==> src/rtl/alu_ctl_pkg.sv <==
package alu_ctl_pkg;
  localparam int unsigned CLASS_W = 2;
  localparam int unsigned FN_W    = 6;

  localparam logic [CLASS_W-1:0] CLS_ADD = 2'b00;
  localparam logic [CLASS_W-1:0] CLS_SUB = 2'b01;
  localparam logic [CLASS_W-1:0] CLS_FN  = 2'b10;
  localparam logic [CLASS_W-1:0] CLS_OR  = 2'b11;

  localparam logic [FN_W-1:0] FN_ADD = 6'b100000;
  localparam logic [FN_W-1:0] FN_SUB = 6'b100010;
  localparam logic [FN_W-1:0] FN_AND = 6'b100100;
  localparam logic [FN_W-1:0] FN_OR  = 6'b100101;
  localparam logic [FN_W-1:0] FN_SLT = 6'b101010;

  typedef enum logic [2:0] {
    OP_ADD = 3'd0,
    OP_SUB = 3'd1,
    OP_AND = 3'd2,
    OP_OR  = 3'd3,
    OP_SLT = 3'd4
  } alu_op_e;

  // The adder also serves subtract and compare.
  function automatic logic op_needs_sub(alu_op_e op);
    return (op == OP_SUB) || (op == OP_SLT);
  endfunction
endpackage

==> src/rtl/alu_op_decode.sv <==
module alu_op_decode
  import alu_ctl_pkg::*;
(
  input  logic [CLASS_W-1:0] op_class,
  input  logic [FN_W-1:0]    funct,
  output alu_op_e            alu_op
);
  alu_op_e fn_op;

  // Second level: the function field, consulted only for class CLS_FN.
  always_comb begin
    unique case (funct)
      FN_SUB:  fn_op = OP_SUB;
      FN_AND:  fn_op = OP_AND;
      FN_OR:   fn_op = OP_OR;
      FN_SLT:  fn_op = OP_SLT;
      default: fn_op = OP_ADD;
    endcase
  end

  // First level: the class from the sequencer.
  always_comb begin
    unique case (op_class)
      CLS_ADD: alu_op = OP_ADD;
      CLS_SUB: alu_op = OP_SUB;
      CLS_FN:  alu_op = fn_op;
      default: alu_op = OP_OR;
    endcase
  end
endmodule

==> src/rtl/alu_addsub.sv <==
module alu_addsub #(
  parameter int unsigned W = 32
) (
  input  logic [W-1:0] a,
  input  logic [W-1:0] b,
  input  logic         sub,
  output logic [W-1:0] sum,
  output logic         ovf,
  output logic         less
);
  logic [W-1:0] b_eff;

  function automatic logic [W-1:0] add_w(logic [W-1:0] x, logic [W-1:0] y, logic cin);
    return x + y + {{(W-1){1'b0}}, cin};
  endfunction

  assign b_eff = sub ? ~b : b;
  assign sum   = add_w(a, b_eff, sub);
  // Signed overflow: the inputs to the adder share a sign that the sum does not.
  assign ovf   = (a[W-1] == b_eff[W-1]) && (sum[W-1] != a[W-1]);
  // a < b signed: the sign of a - b, corrected when it overflowed.
  assign less  = sum[W-1] ^ ovf;
endmodule

==> src/rtl/alu_core.sv <==
module alu_core
  import alu_ctl_pkg::*;
#(
  parameter int unsigned W = 32
) (
  input  alu_op_e      alu_op,
  input  logic [W-1:0] a,
  input  logic [W-1:0] b,
  output logic [W-1:0] y,
  output logic         ovf,
  output logic         less
);
  logic [W-1:0] sum;

  alu_addsub #(.W(W)) u_addsub (
    .a    (a),
    .b    (b),
    .sub  (op_needs_sub(alu_op)),
    .sum  (sum),
    .ovf  (ovf),
    .less (less)
  );

  always_comb begin
    unique case (alu_op)
      OP_AND:  y = a & b;
      OP_OR:   y = a | b;
      OP_SLT:  y = {{(W-1){1'b0}}, less};
      default: y = sum;
    endcase
  end
endmodule

==> src/rtl/alu_ctl_top.sv <==
module alu_ctl_top
  import alu_ctl_pkg::*;
#(
  parameter int unsigned W = 32
) (
  input  logic [1:0]   op_class,
  input  logic [5:0]   funct,
  input  logic [W-1:0] opnd_a,
  input  logic [W-1:0] opnd_b,
  output logic [W-1:0] result,
  output logic         zero
);
  alu_op_e alu_op;
  logic    add_ovf;
  logic    lt_flag;

  alu_op_decode u_dec (
    .op_class (op_class),
    .funct    (funct),
    .alu_op   (alu_op)
  );

  alu_core #(.W(W)) u_core (
    .alu_op (alu_op),
    .a      (opnd_a),
    .b      (opnd_b),
    .y      (result),
    .ovf    (add_ovf),
    .less   (lt_flag)
  );

  assign zero = ~|result;
endmodule

==> config.mk <==
export PLATFORM = sky130hd
export DESIGN_NAME = alu_ctl_top
export DESIGN_NICKNAME = d
export VERILOG_FILES = /design/src/rtl/alu_ctl_pkg.sv /design/src/rtl/alu_op_decode.sv /design/src/rtl/alu_addsub.sv /design/src/rtl/alu_core.sv /design/src/rtl/alu_ctl_top.sv
export SDC_FILE = /design/constraint.sdc
export NUM_CORES = 1
export LEC_CHECK = 0
export BUFFER_PORTS_ARGS = -buffer_cell sky130_fd_sc_hd__buf_2
export CAP_MARGIN = 20
export CORE_ASPECT_RATIO = 0.7
export CORE_MARGIN = 4
export CORE_UTILIZATION = 55
export DETAILED_ROUTE_END_ITERATION = 8
export MAX_ROUTING_LAYER = met4
export PLACE_DENSITY = 0.86
export REMOVE_ABC_BUFFERS = 1
export SLEW_MARGIN = 20
export SYNTH_ARGS = -nofsm -noshare
export SYNTH_HDL_FRONTEND = slang
export SYNTH_SLANG_ARGS = --single-unit
==> constraint.sdc <==
create_clock -name vclk -period 5.1
set_input_delay 0.51 -clock vclk [all_inputs]
set_output_delay 0.51 -clock vclk [all_outputs]
set_load 0.01 [all_outputs]
==> report_table.html <==
<table>
<tr><th>Metric</th><th>Value</th></tr>
<tr><th colspan="2">Yosys</th></tr>
<tr><td>Proportion of synthesized chip area in sequential cells</td><td>0%</td></tr>
<tr><td>Number of warnings issued by yosys</td><td>0</td></tr>
<tr><td>Post-synthesis instance area</td><td>0.00320 mm²</td></tr>
<tr><td>Most area-hungry cell type in the Yosys netlist</td><td>sky130_fd_sc_hd__ha_1</td></tr>
<tr><td>Post-synth top area share</td><td>approximately an eighth</td></tr>
<tr><td>Number of unique standard cell types used by synthesis</td><td>69</td></tr>
<tr><td>Synth Area per Inst</td><td>6.82 µm²</td></tr>
<tr><td>Top cells by area, synth</td><td>sky130_fd_sc_hd__ha_1 (13%), sky130_fd_sc_hd__xnor2_1 (12%), sky130_fd_sc_hd__a21oi_1 (7.5%), sky130_fd_sc_hd__maj3_1 (7.2%), sky130_fd_sc_hd__nand2_1 (5.5%)</td></tr>
<tr><td>Number of cells produced by synthesis</td><td>469</td></tr>
<tr><th colspan="2">Setup path</th></tr>
<tr><td>Critical path data required time</td><td>4590 ps</td></tr>
<tr><td>Signal arrival time at the worst endpoint</td><td>4590 ps</td></tr>
<tr><td>Largest fanout of any net on the critical path</td><td>7</td></tr>
<tr><td>Critical path's top delay family</td><td>simple AND/OR/NAND/NOR gates</td></tr>
<tr><td>Crit path capture type</td><td>output pin</td></tr>
<tr><td>Kind of critical path</td><td>primary input to output pin</td></tr>
<tr><td>Worst-path cell chain</td><td>clkbuf_4 -&gt; nor4bb_4 -&gt; a21oi_4 -&gt; buf_12 -&gt; xnor2_1 -&gt; ha_2 -&gt; nand4_1 -&gt; nor2_2 -&gt; and4_4 -&gt; o31a_1 -&gt; nor3_1 -&gt; a211o_1 -&gt; or4b_4 -&gt; a2111oi_4 -&gt; nand3_1 -&gt; nor3_2 -&gt; buf_2</td></tr>
<tr><td>Type of origin of the critical path</td><td>primary input</td></tr>
<tr><td>CP Buf/Inv Count</td><td>3</td></tr>
<tr><td>Maximum single-stage delay on the critical path</td><td>570 ps</td></tr>
<tr><td>Beginning of the critical path</td><td>op_class[0]</td></tr>
<tr><td>CP max stage cell</td><td>sky130_fd_sc_hd__or4b_4</td></tr>
<tr><th colspan="2">Final layout</th></tr>
<tr><td>Synthesis-to-layout area growth</td><td>29.4%</td></tr>
<tr><td>Fraction of layout instances using a drive strength above 1</td><td>30.6%</td></tr>
<tr><td>NumNets Final</td><td>683</td></tr>
<tr><td># clk buffers</td><td>0</td></tr>
<tr><td>Number of sequential storage elements</td><td>0</td></tr>
<tr><td>Number of antenna repair diodes</td><td>0</td></tr>
<tr><td>End-of-flow core utilization</td><td>76.3%</td></tr>
<tr><td>Register cell area after layout</td><td>0 µm²</td></tr>
<tr><th colspan="2">Timing</th></tr>
<tr><td>Count of final hold-check violations</td><td>0</td></tr>
<tr><td>Worst rel slew slack</td><td>45.1%</td></tr>
<tr><td>Final worst path period need</td><td>5100 ps</td></tr>
<tr><td>Maximum clock frequency</td><td>roughly 0.20 GHz</td></tr>
<tr><td>Post-route clock period utilization</td><td>100%</td></tr>
<tr><td>Final number of max-transition violations</td><td>0</td></tr>
<tr><td>Final setup violation count</td><td>1</td></tr>
<tr><td>Worst-margin pin slew</td><td>822 ps</td></tr>
<tr><td>Final Worst Setup Slack</td><td>-2.90 ps</td></tr>
<tr><th colspan="2">Drt</th></tr>
<tr><td>TritonRoute pass-1 iters</td><td>5</td></tr>
<tr><td>Total wire length</td><td>12,500 µm</td></tr>
<tr><td>Drc violations</td><td>0</td></tr>
<tr><td>Number of nets still failing antenna checks after routing</td><td>0</td></tr>
<tr><td>Detail-routed via count per cell</td><td>about 6.7</td></tr>
<tr><td>Via count of the routed design</td><td>4,310</td></tr>
<tr><td>Routed wirelength normalized by instance count</td><td>~19 µm</td></tr>
<tr><td>Initial detailed-routing violation count</td><td>399</td></tr>
<tr><th colspan="2">GRT</th></tr>
<tr><td>First-pass GRT wire length</td><td>18,900 µm</td></tr>
<tr><td>Number of global-route vias before repair</td><td>3,772</td></tr>
<tr><td>Number of antenna violations at the first check in global routing</td><td>0</td></tr>
<tr><td>GRT Total Usage</td><td>between 30% and 40%</td></tr>
<tr><td>Pin count of the biggest net entering global routing</td><td>30</td></tr>
<tr><td>Overflow left after global routing</td><td>0</td></tr>
<tr><th colspan="2">Clock network</th></tr>
<tr><td>Hold buffers post-CTS</td><td>0</td></tr>
<tr><th colspan="2">Power</th></tr>
<tr><td>Peak supply drop</td><td>between 100 and 150 µV</td></tr>
<tr><td>Overall power consumption</td><td>0.786 mW</td></tr>
<tr><td>Leak pwr</td><td>1.79 nW</td></tr>
<tr><td>Fraction of power consumed by the clock network</td><td>0%</td></tr>
<tr><td>Sequential fraction of design power</td><td>0%</td></tr>
<tr><td>Share of total power in combinational logic</td><td>100.0%</td></tr>
<tr><td>Internal Dissipation</td><td>0.331 mW</td></tr>
<tr><td>Power per standard cell area</td><td>about 190 mW/mm²</td></tr>
<tr><td>Switching Fraction</td><td>57.9%</td></tr>
<tr><td>Psw</td><td>0.455 mW</td></tr>
<tr><th colspan="2">Placement</th></tr>
<tr><td>Number of port buffers</td><td>105</td></tr>
<tr><td>Placer congestion estimate</td><td>0.989</td></tr>
<tr><td>Post-DP HPWL</td><td>about 9600 µm</td></tr>
<tr><th colspan="2">Floorplanning</th></tr>
<tr><td>Ports</td><td>between 100 and 150</td></tr>
<tr><td>Die span in y</td><td>71.8 µm</td></tr>
<tr><td>Die Area</td><td>between 0.007 and 0.008 mm²</td></tr>
<tr><td>Die width</td><td>99.1 µm</td></tr>
<tr><td>Cell row count</td><td>22</td></tr>
<tr><td>Core Region</td><td>roughly 0.0054 mm²</td></tr>
<tr><td>Initial core utilization</td><td>59.0%</td></tr>
<tr><th colspan="2">Outcome</th></tr>
<tr><td>Failing checks</td><td>negative setup slack</td></tr>
<tr><td>Result of the run</td><td>finished with violations</td></tr>
<tr><th colspan="2">Worst hold path</th></tr>
<tr><td>Worst min-delay path class</td><td>primary input to output pin</td></tr>
<tr><td>Hold wc startpoint</td><td>opnd_a[1]</td></tr>
<tr><td>Endpoint, Worst Hold</td><td>result[1]</td></tr>
<tr><td>Hold Path Cell Cnt</td><td>4</td></tr>
<tr><th colspan="2">Job</th></tr>
<tr><td>Maximum Capacitance Violations</td><td>0</td></tr>
</table>
==> cells in the final DEF (no fill, tap or decap), drive strengths merged, types with 3 or more instances in the layout <==
cell type	netlist	layout
a211o	6	6
a211oi	5	5
a21boi	3	3
a21o	10	10
a21oi	48	48
a22o	6	6
a31oi	6	6
and2	3	3
and3	5	5
buf	9	130
clkbuf	18	3
ha	33	33
inv	11	11
maj3	24	24
nand2	47	47
nand2b	4	4
nand3	15	15
nand4	13	13
nor2	26	26
nor2b	4	4
nor3	15	15
o2111ai	4	4
o211ai	4	4
o21a	5	5
o21ai	35	35
o21bai	4	4
o221ai	4	4
o31ai	6	6
or3	6	6
xnor2	42	42
xor2	9	9
==> through the flow <==
stage                     setup slack, ps  instances  setup TNS (ps)  instance area [µm²]  hold slack (ps)
after floorplan                     -1120        442           -5750                 3090             1220
after global placement               67.6        642               0                 3900             1440
after detailed placement            -51.1        642           -51.1                 3900             1480
after CTS                            28.8        642               0                 3910             1480
after global routing                 -140        647            -140                 4140             1510
final                               -2.90        647           -2.90                 4140             1490
==> logic make-up (layout without fill, tap and decap cells) <==
family	Yosys count	count (layout)	share of synthesized area [%]
mux	2	2	0.626
compound gates	164	164	33.9
xor+xnor	51	51	14.0
fa+ha+maj	58	58	21.1
buf+inv	38	144	4.77
simple gates	156	156	25.6
==> repair_timing <==
action,CTS,global route
gates cloned,0,2
buffers inserted,0,3
gates resized for setup,2,38
endpoints found under the setup margin,1,1
pin swaps,1,19
==> area by class of cell <==
type / count / area (µm²)
Inverter: 11 / 41.3
Fill cell: 438 / 1290
Timing Repair Buffer: 133 / 786
Tap cell: 72 / 90.1
Multi-Input combinational cell: 431 / 3220
==> power by group through the flow <==
stage	logic (mW)	registers, mW	clock network, mW
floorplan	0.465	0	0
detailed placement	0.710	0	0
global route	0.847	0	0
finish	0.786	0	0
CTS	0.717	0	0
global placement	0.702	0	0
==> cell usage after synthesis (all sizes together) (6+ instances only) <==
cell and instances:
nor2 26, o31ai 6, nand2 47, o21ai 35, xor2 9, a31oi 6, clkbuf 18, nor3 15
ha 33, a21o 10, buf 9, nand4 13, xnor2 42, a21oi 48, a22o 6, inv 11
a211o 6, or3 6, maj3 24, nand3 15
==> layer usage <==
| metal | global-route usage (%) | part of all wire (%) | up-vias |
|---|---|---|---|
| li1 | - | - | 1999 |
| met1 | 48.1 | 42 | 2002 |
| met2 | 48.7 | 43 | 292 |
| met3 | 4.09 | 14 | 17 |
| met4 | 3.64 | 1.2 | 0 |
| met5 | - | 0 | - |
==> worst max-delay path by stage <==
stage | depth (start not counted) | to
after global placement | 17 | zero
after detailed placement | 17 | zero
final | 17 | zero
after floorplan | 14 | zero
after CTS | 17 | zero
after global routing | 17 | zero
(Power assumes the default switching activity.)
